===== src/rtl/ssm_pkg.sv =====
package ssm_pkg;

    typedef enum logic [2:0] {
        ST_IDLE,
        ST_LEAD,
        ST_HIGH,
        ST_LOW,
        ST_TAIL,
        ST_DONE
    } ssm_state_e;

    typedef enum logic {
        FMT_SPI   = 1'b0,
        FMT_MWIRE = 1'b1
    } ssm_fmt_e;

    typedef struct packed {
        ssm_fmt_e fmt;
        logic     tri_en;
        logic     late;
        logic     eod;
    } ssm_cfg_t;

endpackage


===== src/rtl/ssm_half_timer.sv =====
module ssm_half_timer #(
    parameter int DIV_W = 8
) (
    input  logic             clk,
    input  logic             rst_n,
    input  logic             run,
    input  logic [DIV_W-1:0] div,
    output logic             tick
);
    logic [DIV_W-1:0] cnt;

    assign tick = run && (cnt == div);

    always_ff @(posedge clk or negedge rst_n) begin
        if (!rst_n)
            cnt <= '0;
        else if (!run || tick)
            cnt <= '0;
        else
            cnt <= cnt + 1'b1;
    end

    AST_CNT_BOUND: assert property (@(posedge clk) disable iff (!rst_n)
        run |-> (cnt <= div));

endmodule


===== src/rtl/ssm_shift_path.sv =====
module ssm_shift_path #(
    parameter int W     = 32,
    parameter int LEN_W = 6
) (
    input  logic             clk,
    input  logic             rst_n,
    input  logic             load,
    input  logic [W-1:0]     word_in,
    input  logic [LEN_W-1:0] len,
    input  logic             shift_tx,
    input  logic             sample_rx,
    input  logic             rxd,
    output logic             tx_bit,
    output logic [W-1:0]     rx_bits
);
    localparam logic [LEN_W:0] W_L = (LEN_W+1)'(W);

    logic [W-1:0] tx_sh;

    assign tx_bit = tx_sh[W-1];

    always_ff @(posedge clk or negedge rst_n) begin
        if (!rst_n) begin
            tx_sh   <= '0;
            rx_bits <= '0;
        end else if (load) begin
            tx_sh   <= word_in << (W_L - {1'b0, len});
            rx_bits <= '0;
        end else begin
            if (shift_tx)
                tx_sh <= {tx_sh[W-2:0], 1'b0};
            if (sample_rx)
                rx_bits <= {rx_bits[W-2:0], rxd};
        end
    end

endmodule


===== src/rtl/ssm_pad_ctl.sv =====
module ssm_pad_ctl
    import ssm_pkg::*;
(
    input  ssm_state_e st,
    input  ssm_cfg_t   cfg,
    input  logic       last_bit,
    input  logic       tx_bit,
    output logic       txd,
    output logic       txd_oe
);
    logic hold_all;

    assign hold_all = (cfg.fmt == FMT_SPI) || cfg.late;

    always_comb begin
        unique case (st)
            ST_LEAD, ST_HIGH, ST_LOW: txd = tx_bit;
            ST_TAIL:                  txd = (cfg.fmt == FMT_SPI && cfg.eod) ? 1'b0 : tx_bit;
            default:                  txd = 1'b0;
        endcase
    end

    always_comb begin
        if (!cfg.tri_en) begin
            txd_oe = 1'b1;
        end else begin
            unique case (st)
                ST_LEAD, ST_LOW: txd_oe = 1'b1;
                ST_HIGH:         txd_oe = hold_all || !last_bit;
                ST_TAIL:         txd_oe = hold_all;
                default:         txd_oe = 1'b0;
            endcase
        end
    end

endmodule


===== src/rtl/ser_word_master.sv =====
module ser_word_master
    import ssm_pkg::*;
#(
    parameter int W     = 32,
    parameter int DIV_W = 8
) (
    input  logic                     clk,
    input  logic                     rst_n,
    input  logic                     start,
    input  logic [W-1:0]             tx_word,
    input  logic [$clog2(W+1)-1:0]   word_len,
    input  logic [DIV_W-1:0]         clk_div,
    input  logic                     fmt_sel,
    input  logic                     tristate_en,
    input  logic                     late_float,
    input  logic                     eod_sel,
    input  logic                     rxd,
    output logic                     busy,
    output logic                     done,
    output logic [W-1:0]             rx_word,
    output logic                     sclk,
    output logic                     sfrm_n,
    output logic                     txd,
    output logic                     txd_oe
);
    localparam int LEN_W = $clog2(W+1);
    localparam logic [LEN_W-1:0] LEN_MIN = LEN_W'(4);
    localparam logic [LEN_W-1:0] LEN_MAX = LEN_W'(W);

    ssm_state_e       st, st_nx;
    ssm_cfg_t         cfg_q;
    logic [DIV_W-1:0] div_q;
    logic [LEN_W-1:0] bits_left, len_eff;
    logic             accept, run, tick, shift_tx, sample_rx, tx_bit, last_bit;
    logic [W-1:0]     rx_bits;

    assign accept    = (st == ST_IDLE) && start;
    assign run       = (st == ST_LEAD) || (st == ST_HIGH) || (st == ST_LOW) || (st == ST_TAIL);
    assign last_bit  = (bits_left == LEN_W'(1));
    assign sample_rx = tick && ((st == ST_LEAD) || (st == ST_LOW));
    assign shift_tx  = tick && (st == ST_HIGH) && !last_bit;

    always_comb begin
        if (word_len < LEN_MIN)      len_eff = LEN_MIN;
        else if (word_len > LEN_MAX) len_eff = LEN_MAX;
        else                         len_eff = word_len;
    end

    // state register
    always_ff @(posedge clk or negedge rst_n) begin
        if (!rst_n) st <= ST_IDLE;
        else        st <= st_nx;
    end

    // transitions
    always_comb begin
        st_nx = st;
        unique case (st)
            ST_IDLE: if (start) st_nx = ST_LEAD;
            ST_LEAD: if (tick)  st_nx = ST_HIGH;
            ST_HIGH: if (tick)  st_nx = last_bit ? ST_TAIL : ST_LOW;
            ST_LOW:  if (tick)  st_nx = ST_HIGH;
            ST_TAIL: if (tick)  st_nx = ST_DONE;
            ST_DONE:            st_nx = ST_IDLE;
            default:            st_nx = ST_IDLE;
        endcase
    end

    // settings captured at start, bit counter, received word
    always_ff @(posedge clk or negedge rst_n) begin
        if (!rst_n) begin
            cfg_q     <= '0;
            div_q     <= '0;
            bits_left <= '0;
            rx_word   <= '0;
        end else begin
            if (accept) begin
                cfg_q.fmt    <= ssm_fmt_e'(fmt_sel);
                cfg_q.tri_en <= tristate_en;
                cfg_q.late   <= late_float && fmt_sel;   // forced off in SPI-style
                cfg_q.eod    <= eod_sel;
                div_q        <= clk_div;
                bits_left    <= len_eff;
            end else if (tick && st == ST_HIGH) begin
                bits_left <= bits_left - 1'b1;
            end
            if (tick && st == ST_TAIL)
                rx_word <= rx_bits;
        end
    end

    // outputs
    always_comb begin
        busy   = (st != ST_IDLE);
        done   = (st == ST_DONE);
        sclk   = (st == ST_HIGH);
        sfrm_n = !run;
    end

    ssm_half_timer #(.DIV_W(DIV_W)) u_timer (
        .clk  (clk),
        .rst_n(rst_n),
        .run  (run),
        .div  (div_q),
        .tick (tick)
    );

    ssm_shift_path #(.W(W), .LEN_W(LEN_W)) u_shift (
        .clk      (clk),
        .rst_n    (rst_n),
        .load     (accept),
        .word_in  (tx_word),
        .len      (len_eff),
        .shift_tx (shift_tx),
        .sample_rx(sample_rx),
        .rxd      (rxd),
        .tx_bit   (tx_bit),
        .rx_bits  (rx_bits)
    );

    ssm_pad_ctl u_pad (
        .st      (st),
        .cfg     (cfg_q),
        .last_bit(last_bit),
        .tx_bit  (tx_bit),
        .txd     (txd),
        .txd_oe  (txd_oe)
    );

    AST_NO_TRI_DRIVEN: assert property (@(posedge clk) disable iff (!rst_n)
        !cfg_q.tri_en |-> txd_oe);
    AST_SPI_FRAME_FLOAT: assert property (@(posedge clk) disable iff (!rst_n)
        (cfg_q.fmt == FMT_SPI && cfg_q.tri_en) |-> (txd_oe == !sfrm_n));
    AST_SCLK_IN_FRAME: assert property (@(posedge clk) disable iff (!rst_n)
        sclk |-> !sfrm_n);
    AST_TXD_HELD_HIGH: assert property (@(posedge clk) disable iff (!rst_n)
        (sclk && $past(sclk)) |-> $stable(txd));
    AST_DONE_PULSE: assert property (@(posedge clk) disable iff (!rst_n)
        done |=> !done);
    AST_DONE_FRAME_HIGH: assert property (@(posedge clk) disable iff (!rst_n)
        done |-> (sfrm_n && !sclk && busy));
    AST_RX_ONLY_AT_DONE: assert property (@(posedge clk) disable iff (!rst_n)
        !$stable(rx_word) |-> done);
    AST_BUSY_HELD: assert property (@(posedge clk) disable iff (!rst_n)
        (busy && !done) |=> busy);

endmodule


===== config.mk =====
export PLATFORM = sky130hd
export DESIGN_NAME = ser_word_master
export DESIGN_NICKNAME = d
export VERILOG_FILES = /design/src/rtl/ssm_pkg.sv /design/src/rtl/ssm_half_timer.sv /design/src/rtl/ssm_shift_path.sv /design/src/rtl/ssm_pad_ctl.sv /design/src/rtl/ser_word_master.sv
export SDC_FILE = /design/constraint.sdc
export NUM_CORES = 1
export LEC_CHECK = 0
export BUFFER_PORTS_ARGS = -buffer_cell sky130_fd_sc_hd__buf_2
export CAP_MARGIN = 20
export CORE_ASPECT_RATIO = 0.5
export CORE_MARGIN = 1.5
export CORE_UTILIZATION = 50
export CTS_CLUSTER_DIAMETER = 50
export DETAILED_ROUTE_END_ITERATION = 6
export MAX_ROUTING_LAYER = met4
export PLACE_DENSITY = 0.72
export SLEW_MARGIN = 20
export SYNTH_ARGS = -nofsm -noshare
export SYNTH_HDL_FRONTEND = slang
export SYNTH_SLANG_ARGS = --single-unit

===== constraint.sdc =====
create_clock -name clk -period 5.55 [get_ports clk]
set_input_delay 0.555 -clock clk [delete_from_list [all_inputs] [get_ports clk]]
set_output_delay 0.555 -clock clk [all_outputs]
set_load 0.005 [all_outputs]

==> Word level (Yosys, flattened, before mapping) <==
Index checks and enable logic that the tools add are counted.
Widths: inputs -> output; s select.
{ "totals": {"register_bits": 125, "out_inout_bits": 38, "word_cells": 73} }
{ "op_classes": {"n_addsub": 3, "magnitude_cmp": 2, "n_eq_ne": 11, "shifts": 1, "muxes": 19, "bitwise": 1, "n_reduce_logical": 25} }
{ "op_table": {"columns": ["cell", "count"], "rows": [
  ["$mux 32", 4],
  ["$shl 32x7->32", 1],
  ["$mux 6", 4],
  ["$mux 3", 5],
  ["$pmux 3 s4", 1],
  ["$add 8x1->8 const B", 1],
  ["$eq 8x8->1", 1],
  ["$logic_and 1x1->1", 8],
  ["$mux 8", 1],
  ["$logic_or 1x1->1", 7],
  ["$sub 6x6->7 const A", 1],
  ["$eq 3x2->1 const B", 2],
  ["$eq 3x3->1 const B", 2],
  ["$eq 6x1->1 const B", 1],
  ["$gt 6x6->1 const B", 1],
  ["$lt 6x3->1 const B", 1],
  ["$reduce_bool 2->1", 3],
  ["$sub 6x1->6 const B", 1],
  ["$ne 2x1->1 const B", 2],
  ["$ne 2x2->1 const B", 2],
  ["$reduce_and 4->1", 1],
  ["$eq 3x1->1 const B", 1],
  ["$logic_not 3->1", 1],
  ["$pmux 1 s3", 1],
  ["7 further kinds", 9]
]} }

==> Depth between registers and ports, before layout <==
Gate-level depths: netlist of the first run.
{ "depth": {"word_depth": 9, "ltp_mapped": 16, "ltp_nobuf": 11} }

==> Hierarchy <==
Synthesis of the first run repeated with hierarchy kept, for this count alone.
{ "unflattened": {"cells_unflattened": 705, "area_unflattened_um2": 7623.6} }
{ "modules_own_cells": {"columns": ["module", "n_inst", "cells_per_inst", "area_per_inst_um2", "seq_area_each_um2"], "rows": [
  ["ssm_shift_path", 1, 455, 4737.0, 1601.5],
  ["ser_word_master", 1, 194, 2324.7, 1326.3],
  ["ssm_half_timer", 1, 46, 500.5, 200.2],
  ["ssm_pad_ctl", 1, 10, 61.3, 0.0]
]} }

==> Worst setup path before layout of the first run <==
No wires, ideal clock.
{ "synth_timing": {"path_kind": "input port to flip-flop", "from": "input port word_len[5]", "to": "register u_shift.tx_sh[25]", "setup_time_ps": 124, "arrival_time_ps": 3134, "required_ps": 5426, "slack_ps": 2292, "path_stages": 15, "n_path_buf": 4, "cell_sequence": "nand2b_1 > nor2_4 > buf_12 > clkinv_8 > buf_12 > buf_6 > ha_1 > or2_2 > o32a_1 > buf_2 > a311oi_1 > a21oi_1 > a22oi_1 > o22ai_1 > or2_1"} }
{ "synth_via": {"elab_chain_cells": 6, "elab_cells_between_ends": 7, "cone_classes": "add/sub: 1; order compare: 2; shift: 1; mux: 3"} }
{ "synth_lines": {"columns": ["element", "line", "rtl"], "rows": [
  ["start, declared", "ser_word_master.sv:11", "input logic [$clog2(W+1)-1:0] word_len,"],
  ["$gt 6x6->1", "ser_word_master.sv:45", "else if (word_len > LEN_MAX) len_eff = LEN_MAX;"],
  ["$mux 6", "ser_word_master.sv:45", null],
  ["$mux 6 (*)", "ser_word_master.sv:44", "if (word_len < LEN_MIN) len_eff = LEN_MIN;"],
  ["$sub 6x6->7 (*)", "ssm_shift_path.sv:27", "tx_sh <= word_in << (W_L - {1'b0, len});"],
  ["$shl 32x7->32 (*)", "ssm_shift_path.sv:27", null],
  ["$mux 32 (*)", "ssm_shift_path.sv:26", "end else if (load) begin"],
  ["end signal, assigned", "ssm_shift_path.sv:27", null],
  ["end signal, assigned", "ssm_shift_path.sv:31", "tx_sh <= {tx_sh[W-2:0], 1'b0};"],
  ["end, declared", "ssm_shift_path.sv:18", "logic [W-1:0] tx_sh;"]
]} }
Every way passes the cells marked *; elsewhere a longest branch is shown, timed or not.
A chain may end at the register's enable or synchronous reset.

==> Worst setup path in the final report of the first run <==
Ends and elaborated chain as after synthesis.

==> results of run 1 <==
[final cells by class]
cell class	instances	area (um2)	share of cell area [%]
sequential	125	3130	37.6
tap	192	240	2.89
inverter	6	35.0	0.421
timing repair buffer	102	541	6.50
clock inverter	15	171	2.06
multi-input combinational	562	3770	45.4
clock buffer	17	425	5.12
[power groups by stage]
stage / Sequential (mW) / Clock, mW / Combinational, mW
after floorplan: 1.35 / 0 / 0.702
after global placement: 1.42 / 0 / 0.866
after detailed placement: 1.43 / 0 / 0.886
after CTS: 1.41 / 1.13 / 0.894
after global routing: 1.45 / 1.18 / 1.00
final: 1.42 / 1.12 / 0.896
[worst max-delay path by stage]
stage	start	to	slack, ns	cells after the start
2_1_floorplan	word_len[5]	u_shift.tx_sh[25]	2.29	15
3_3_place_gp	word_len[5]	u_shift.tx_sh[25]	1.68	12
3_5_place_dp	word_len[5]	u_shift.tx_sh[25]	1.72	12
4_1_cts	word_len[5]	u_shift.tx_sh[25]	2.14	12
5_1_grt	word_len[5]	u_shift.tx_sh[28]	1.78	12
6_report	word_len[5]	u_shift.tx_sh[25]	2.08	12
[worst max-delay path, stage by stage]
cell and delay (ns):
buf_2 0.18, nand2b_1 0.32, nor2_4 0.24, clkinv_8 0.13
ha_1 0.26, or2_2 0.35, o32a_1 0.49, a311oi_1 0.34
a21oi_1 0.10, a22oi_1 0.42, o22ai_1 0.12, or2_1 0.25
[synthesized netlist by cell type, types with 7 or more instances]
cell type / count
mux4_2: 10
a21oi_1: 52
o211ai_1: 9
dfrtp_1: 125
and3_1: 16
clkbuf_1: 31
o21ai_0: 38
xnor2_1: 13
mux2i_1: 44
nor3_1: 9
nand2_1: 141
nand2b_1: 7
a31oi_1: 10
mux2_2: 44
nor2_1: 38
buf_2: 13
o22ai_1: 10
a22oi_1: 7
nand3_1: 20
nor2b_1: 7
[flip-flops by register name, summed over array words and instances (netlist names)]
| name | cells |
|---|---|
| rx_word | 32 |
| u_shift.rx_bits | 32 |
| u_shift.tx_sh | 32 |
| div_q | 8 |
| u_timer.cnt | 8 |
| bits_left | 6 |
| cfg_q | 4 |
| st | 3 |
[routing by layer]
| metal | part of all wire [%] | track usage, % | up-vias |
|---|---|---|---|
| met3 | 6.4 | 5.16 | 20 |
| met2 | 44 | 36.8 | 241 |
| met5 | 0 | - | - |
| li1 | - | - | 2822 |
| met1 | 48 | 34.5 | 2962 |
| met4 | 1.3 | 8.46 | 0 |
[stage by stage]
stage | worst slack, ns | util (%)
floorplan | 2.29 | -
global placement | 1.68 | 55.8
detailed placement | 1.72 | 55.8
CTS | 2.14 | 60.2
global route | 1.78 | 60.2
finish | 2.08 | 60.2
[placed cells by master, fill, tap and decap left out, types with 10 or more instances in the layout]
| master | n |
|---|---|
| nand2_1 | 140 |
| dfrtp_1 | 125 |
| buf_2 | 90 |
| a21oi_1 | 52 |
| mux2_2 | 44 |
| mux2i_1 | 44 |
| nor2_1 | 38 |
| o21ai_0 | 38 |
| nand3_1 | 20 |
| clkbuf_16 | 17 |
| and3_1 | 16 |
| xnor2_1 | 13 |
| buf_4 | 12 |
| a31oi_1 | 10 |
| mux4_2 | 10 |
| o22ai_1 | 10 |
[cells by family (layout without fill, tap and decap cells)]
| family | after synthesis | in the layout |
|---|---|---|
| buffers and inverters | 60 | 140 |
| multiplexers | 100 | 100 |
| AND/OR/NAND/NOR | 263 | 263 |
| adder cells (fa/ha/maj) | 4 | 4 |
| flip-flops | 125 | 125 |
| XOR/XNOR | 17 | 17 |
| AO/OA/AOI/OAI | 178 | 178 |
==> reports/metrics.yaml, run 1 <==
drtAntennaViolNets: 0
hold_path.class: "in2async"
min_period_over_period_pct: 62.5
antenna_found_initial: 0
powerDensity_mw_per_mm2: 412
insertion_delay_ns: 0.41
io_buffers: 91
postSynthAreaPerCell_um2: 9.64
yosys.area.top_type_share_pct: 43.4
row_count: 30
cts.path.max_buffers: 2
yosys_warnings: 0
fmax_mhz: 288
synth_xor_area_share_pct: 2.07
yosys.area_share.simple_pct: 16.6
max_cap_violations: 0
ys_ff_latch: 125
status: "finished, final reports clean"
clockRootBuffer: "clkbuf_16"
slew_headroom_pct: 33.9
switching_share_pct: 33.6
num_vias: 6045
synth-edff-count: 0
fp.dieW_um: 173
ios: 92
wl_um: 17500
cts_max_level: 4
synth-async-reset-ratio_pct: 100
ir_worst_vdd_uv: 235
worstMarginPinSlew_ns: 0.989
drive_above_1_share_pct: 24.3
slew_viol_final: 0
finalCriticalPeriod_ns: 3.47
cts_hold_buf: 0
cts_setup_buffers: 0
synthAdderAreaFrac_pct: 0.695
filler_cell_count: 1230
nets: 872
first_global_vias: 5618
worstSetupEndpointType: "register"
yosysTopAreaCell: "dfrtp_1"
initial_core_util_pct: 52.1
synthFlopType: "dfrtp_1"
drt-wirelength-per-cell_um: 17.2
criticalPathCategory: "in2reg"
synthMuxAreaShare_pct: 16.9
dp_cells: 987
p_int_mw: 2.27
grt_pass1_wl_um: 29000
core_mm2: 0.0138
cts_tree: "yes"
place_congestion: 0.944
dp_hpwl_um: 12200
cts.sinks: 125
crit_required_ns: 5.85
cts.repair.resized: 0
dpl_cell_area_mm2: 0.00771
fin_cells: 1019
ys_types: 70
clk_pin_slew_ns: 0.06
rsz0062_at_grt: "false"
synthCells: 747
leakagePower_nw: 3.90
overflow: 0
p_switching_mw: 1.15
reg2reg_to: "u_shift.tx_sh[20]"
ys_top_cells_by_area: "dfrtp_1 (43%), nand2_1 (7.3%), mux2_2 (6.9%)"
die-area_mm2: 0.0152
antenna_cells: 0
skew_ns: 0.0114
grt_max_degree: 65
rr_startpoint: "u_timer.cnt[2]"
hold_viol: 0
mappedNetlistArea_mm2: 0.00720
fin_area_mm2: 0.00831
numCtsBuffers: 17
die_h_um: 87.9
syn_nets: 805
area_growth_pct: 15.4
first_pass_iters: 5
hold_slack_ns: 0.214
drcViolationCount: 0
cp_data_arrival_time_ns: 3.77
critPathLaunchType: "input pin"
critPathMaxFanout: 20
setup_viol: 0
vias_per_cell: 5.93
p_seq_share_pct: 41.3
pwr-share-comb_pct: 26.1
totalPowerFinal_mw: 3.43
reg2reg_slack_ns: 2.34
p_clk_share_pct: 32.6
fin_tns_setup_ns: 0
yosysSeqAreaShare_pct: 43.4
grt_use_total_pct: 25.0
synth_compound_area_share_pct: 16.1
reg2reg_depth: 7
synth_top_family_by_area: "multiplexers"
drt_iter0_drc: 560
(Power assumes the default switching activity.)
==> inputs of run 2 (changes only) <==
- clock period: 5.55 -> 3.5 ns (I/O delays scaled with it)
==> run 2 against run 1 <==
Net effect:
- total power rose by 62%
- clock power rose by 62%
- flip-flop and latch count did not move
- routed wire length rose by 6.1%
- register-to-register slack got worse by 1.3 ns
- critical path depth did not move
- sequential power rose by 59%
- die area did not move
- global-route usage rose by 1.3 points
- core utilization rose by 1.2 points
- non-clock buffer count rose by 17
- largest cell class unchanged
==> reports/metrics.yaml, run 2 (synthesis results as in run 1) <==
drcViolationCount: 0  # unchanged
cts.path.max_buffers: 2  # unchanged
rsz0062_at_grt: "false"  # unchanged
overflow: 0  # unchanged
dp_hpwl_um: 12800  # was 12,200 um
powerDensity_mw_per_mm2: 653  # was 412 mW/mm2
first_pass_iters: 6  # was 5
critPathLaunchType: "input pin"  # unchanged
cts_setup_buffers: 0  # unchanged
first_global_vias: 5876  # was 5,618
fp.dieW_um: 173  # unchanged
cp_data_arrival_time_ns: 3.18  # was 3.77 ns
vias_per_cell: 5.99  # was 5.93
max_cap_violations: 0  # unchanged
critPathMaxFanout: 22  # was 20
io_buffers: 91  # unchanged
setup_ws_ns: 0.615  # was 2.08 ns
insertion_delay_ns: 0.41  # about the same
fin_cells: 1035  # was 1,019
worstSetupEndpointType: "register"  # unchanged
finalCriticalPeriod_ns: 2.89
ios: 92  # unchanged
crit_required_ns: 3.80  # was 5.85 ns
multi_input_area_mm2: 0.00377  # about the same
drtAntennaViolNets: 0  # unchanged
die_h_um: 87.9  # unchanged
place_congestion: 0.936  # was 0.944
core_mm2: 0.0138  # unchanged
dp_cells: 1004  # was 987
die-area_mm2: 0.0152  # unchanged
cts_hold_buf: 0  # unchanged
fmax_mhz: 347
initial_core_util_pct: 52.1  # unchanged
slew_viol_final: 0  # unchanged
finish.utilization_pct: 61.4  # was 60.2%
regArea_mm2: 0.00313  # unchanged
drive_above_1_share_pct: 25.6  # was 24.3%
worstMarginPinSlew_ns: 0.895  # was 0.989 ns
drt-wirelength-per-cell_um: 17.9  # was 17.2 um
skew_ns: 0.00824  # was 0.0114 ns
row_count: 30  # unchanged
largestRegisters: "rx_word x32, u_shift.rx_bits x32, u_shift.tx_sh x32"  # unchanged
cts.sinks: 125  # unchanged
wl_um: 18600  # was 17,500 um
grt_max_degree: 68  # was 65
clockRootBuffer: "clkbuf_16"  # unchanged
leakagePower_nw: 3.99  # was 3.90 nW
totalPowerFinal_mw: 5.54  # was 3.43 mW
antenna_cells: 0  # unchanged
grt_use_total_pct: 26.3  # was 25.0%
setup_viol: 0  # unchanged
cts_tree: "yes"  # unchanged
mostFrequentLayoutCell: "nand2_1"  # unchanged
numCtsBuffers: 17  # unchanged
hold_path.class: "in2async"  # unchanged
fin_tns_setup_ns: 0  # unchanged
area_growth_pct: 17.8  # was 15.4%
dp_worst_setup_slack_ns: 0.195  # was 1.72 ns
slew_headroom_pct: 40.4  # was 33.9%
grt_pass1_wl_um: 30400  # was 29,000 um
status: "finished, final reports clean"  # unchanged
antenna_found_initial: 0  # unchanged
num_vias: 6198  # was 6,045
clk_pin_slew_ns: 0.06  # about the same
drt_iter0_drc: 657  # was 560
mostFrequentLayoutCells: "nand2_1 (141), dfrtp_1 (125), buf_2 (90), a21oi_1 (52)"  # was nand2_1 (140), dfrtp_1 (125), buf_2 (90), a21oi_1 (52)
filler_cell_count: 1208  # was 1,230
nets: 889  # was 872
hold_viol: 0  # unchanged
min_period_over_period_pct: 82.4
ir_worst_vdd_uv: 321  # was 235 uV
criticalPathCategory: "in2reg"  # unchanged
cts.repair.resized: 0  # unchanged
cts_max_level: 4  # unchanged
## run 2: changes by cell type in the layout (fill, tap and decap cells not counted), sizes merged
cell,change
buf,+17
bufinv,+1
clkbuf,+2
clkinv,+1
clkinvlp,+3
inv,-8
## run 2: layout make-up
cell class | count | share of cell area [%]
repair buffers | 119 | 8.17
well taps | 192 | 2.83
inverters | 6 | 0.413
clock inverters | 12 | 1.93
multi-input cells | 562 | 44.4
flip-flops and latches | 125 | 36.9
clock buffers | 19 | 5.34
## run 2: where the power goes
part,switching (mW),total [mW],internal [mW]
logic,0.802,1.47,0.663
registers,0.357,2.26,1.90
clock network,0.654,1.81,1.16
total,1.81,5.54,3.72
## run 2: worst max-delay path: stages
cell and delay (ns):
buf_2 0.10, nand2b_1 0.18, nor2_4 0.18, clkinv_8 0.06, ha_1 0.87, mux2_2 0.41
o211ai_1 0.08, o21ai_0 0.18, mux2i_1 0.28, buf_4 0.18, mux2i_1 0.06, a31o_1 0.25
## run 2: metal layers
metal  global-route usage [%]  share of wire (%)
met1                     35.7                 47
met2                     39.9                 44
met3                     4.69                6.8
met4                     9.57                2.0
met5                        -                  0
## run 2: path summary, 6_finish.rpt
check / from / end / slack (ns) / cells after the start
setup / recovery: word_len[5] / u_shift.tx_sh[23] / 0.61 / 12
hold / removal: rst_n / bits_left[5] / 0.001 / 1
setup reg to reg: st[2] / u_shift.tx_sh[26] / 1.07 / 6
hold reg to reg: cfg_q[1] / cfg_q[1] / 0.48 / 2
max in group asynchronous: rst_n / u_shift.rx_bits[5] / 2.67 / 2
min in group clk: clk_div[1] / div_q[1] / 0.13 / 3
## run 2: stage by stage
stage	instance area [um2]	hold slack (ns)
4_1_cts	8480	0.0309
5_1_grt	8480	0.0522
3_5_place_dp	7870	0.461
2_1_floorplan	7200	0.0544
6_report	8480	0.000969
3_3_place_gp	7870	0.452
==> inputs of run 3 (changes only) <==
- PLACE_DENSITY: 0.72 -> 0.75
- clock period: 3.5 -> 2.3 ns (I/O delays scaled with it)
==> run 3 against run 2 <==
Net effect:
- worst hold slack better by 0.017 ns
- worst setup slack got worse by 0.45 ns
- critical path type is now reg2reg
- clock power grew 46%
- die area unchanged
- sequential power is 51% higher
- sequential share of layout area is 2.6 points lower
- flip-flop and latch count stayed put
- highest routed layer unchanged
- largest power group unchanged
==> reports/metrics.yaml, run 3 (synthesis results as in run 1) <==
slew_viol_final: 0  # unchanged
grt_use_total_pct: 27.0  # was 26.3%
core_mm2: 0.0138  # unchanged
mostFrequentLayoutCell: "nand2_1"  # unchanged
overflow: 0  # unchanged
die_h_um: 87.9  # unchanged
worstSetupEndpointType: "register"  # unchanged
leakagePower_nw: 4.35  # was 3.99 nW
critPathMaxFanout: 11  # was 22
clk_pin_slew_ns: 0.06  # about the same
drcViolationCount: 0  # unchanged
die-area_mm2: 0.0152  # unchanged
area_growth_pct: 26.6  # was 17.8%
totalPowerFinal_mw: 8.54  # was 5.54 mW
fp.dieW_um: 173  # unchanged
skew_ns: 0.00698  # was 0.00824 ns
clockRootBuffer: "clkbuf_16"  # unchanged
powerDensity_mw_per_mm2: 936  # was 653 mW/mm2
first_pass_iters: 5  # was 6
fmax_mhz: 468
slowest_delay_ns: 0.48  # was 0.87 ns
insertion_delay_ns: 0.40  # was 0.41 ns
cts_setup_buffers: 0  # unchanged
cts_tree: "yes"  # unchanged
setup_viol: 0  # unchanged
drtAntennaViolNets: 0  # unchanged
slew_headroom_pct: 65.9  # was 40.4%
initial_core_util_pct: 52.1  # unchanged
drt_iter0_drc: 497  # was 657
ios: 92  # unchanged
antenna_cells: 0  # unchanged
num_vias: 6396  # was 6,198
finalCriticalPeriod_ns: 2.14
min_period_over_period_pct: 92.9
rr_startpoint: "st[1]"  # was st[2]
dp_hpwl_um: 13600  # was 12,800 um
antenna_found_initial: 0  # unchanged
grt_pass1_wl_um: 31800  # was 30,400 um
path_cells: "nor2_1 -> and2_2 -> nand2_1 -> nor2_1 -> o311ai_0 -> buf_4 -> and3_1"  # was buf_2 -> nand2b_1 -> nor2_4 -> clkinv_8 -> ha_1 -> mux2_2 -> o211ai_1 -> o21ai_0 -> mux2i_1 -> buf_4 -> mux2i_1 -> a31o_1
max_cap_violations: 0  # unchanged
vias_per_cell: 5.78  # was 5.99
place_congestion: 0.984  # was 0.936
worstMarginPinSlew_ns: 0.510  # was 0.895 ns
ir_worst_vdd_uv: 561  # was 321 uV
dp_cells: 1071  # was 1,004
mostFrequentLayoutCells: "nand2_1 (138), dfrtp_1 (125), buf_4 (91), buf_2 (90), a21oi_1 (52)"  # was nand2_1 (141), dfrtp_1 (125), buf_2 (90), a21oi_1 (52)
grt_max_degree: 65  # was 68
hold_path.class: "in2reg"  # was in2async
cp-startpoint: "st[1]"  # was word_len[5]
largestRegisters: "rx_word x32, u_shift.rx_bits x32, u_shift.tx_sh x32"  # unchanged
slowest_stage: "dfrtp_1"  # was ha_1
critPathLaunchType: "register"  # was input pin
cp_data_arrival_time_ns: 2.43  # was 3.18 ns
nets: 960  # was 889
cts_max_level: 4  # unchanged
status: "finished, final reports clean"  # unchanged
hold_viol: 0  # unchanged
crit_required_ns: 2.59  # was 3.80 ns
row_count: 30  # unchanged
filler_cell_count: 1153  # was 1,208
first_global_vias: 6268  # was 5,876
drt-wirelength-per-cell_um: 17.0  # was 17.9 um
fin_cells: 1107  # was 1,035
criticalPathCategory: "reg2reg"  # was in2reg
min_from: "clk_div[4]"
drive_above_1_share_pct: 32.6  # was 25.6%
wl_um: 18900  # was 18,600 um
cts.path.max_buffers: 2  # unchanged
cts.sinks: 125  # unchanged
cp_common_cell: "nor2_1"  # was mux2i_1
io_buffers: 91  # unchanged
numCtsBuffers: 17  # unchanged
run 3: metal layers:
layer	up-vias	share of wire (%)	GRT usage (%)
met5	-	0	-
met4	0	1.7	9.25
met3	33	5.9	4.77
met2	238	46	43.2
met1	3111	46	35.2
li1	3014	-	-
run 3: critical path: cells and delay by family, from the launching register on:
family / cells / cell delay (ns)
buf+inv: 1 / 0.19
simple gates: 5 / 1.16
compound gates: 1 / 0.21
flops: 1 / 0.48
run 3: where the power goes:
group	internal, mW	switching [mW]	total [mW]
combinational	1.19	1.28	2.47
clock	1.66	0.986	2.65
sequential	2.90	0.526	3.42
run 3: layout make-up:
cell class | instances | area, um2 | share of cell area (%)
inverter | 6 | 35.0 | 0.384
sequential | 125 | 3130 | 34.3
multi-input combinational | 562 | 3860 | 42.3
clock inverter | 12 | 135 | 1.48
clock buffer | 20 | 457 | 5.01
timing repair buffer | 190 | 1260 | 13.9
tap | 192 | 240 | 2.63
run 3: path summary, 6_finish.rpt:
path                                      endpoint  slack [ns]  depth (start not counted)
worst min-delay path                      div_q[4]        0.02                          3
max in group asynchronous       u_shift.rx_bits[6]        1.21                          3
min in group asynchronous             bits_left[3]        0.33                          2
worst min register to register            cfg_q[1]        0.47                          2
worst max register to register   u_shift.tx_sh[28]        0.16                          7
worst max-delay path             u_shift.tx_sh[28]        0.16                          7
run 3: timing repair:
item	4_1_cts	5_1_grt
setup endpoints to repair	0	3
endpoints found under the hold margin	37	0
hold buffers	4	0
resized for setup	0	2
run 3: metrics by stage:
| step | cell area (um2) | hold WS [ns] | setup TNS (ns) | worst slack [ns] | utilization [%] |
|---|---|---|---|---|---|
| final | 9120 | 0.0180 | 0 | 0.162 | 66.0 |
| after global routing | 9120 | 0.0122 | -0.0000324 | -0.0000324 | 66.0 |
| after CTS | 9110 | 0.00142 | 0 | 0.159 | 65.9 |
| after detailed placement | 8480 | 0.223 | -3.36 | -0.240 | 61.4 |
| after global placement | 8480 | 0.218 | -2.12 | -0.219 | 61.4 |
| after floorplan | 7330 | -0.0656 | -5.86 | -0.326 | - |
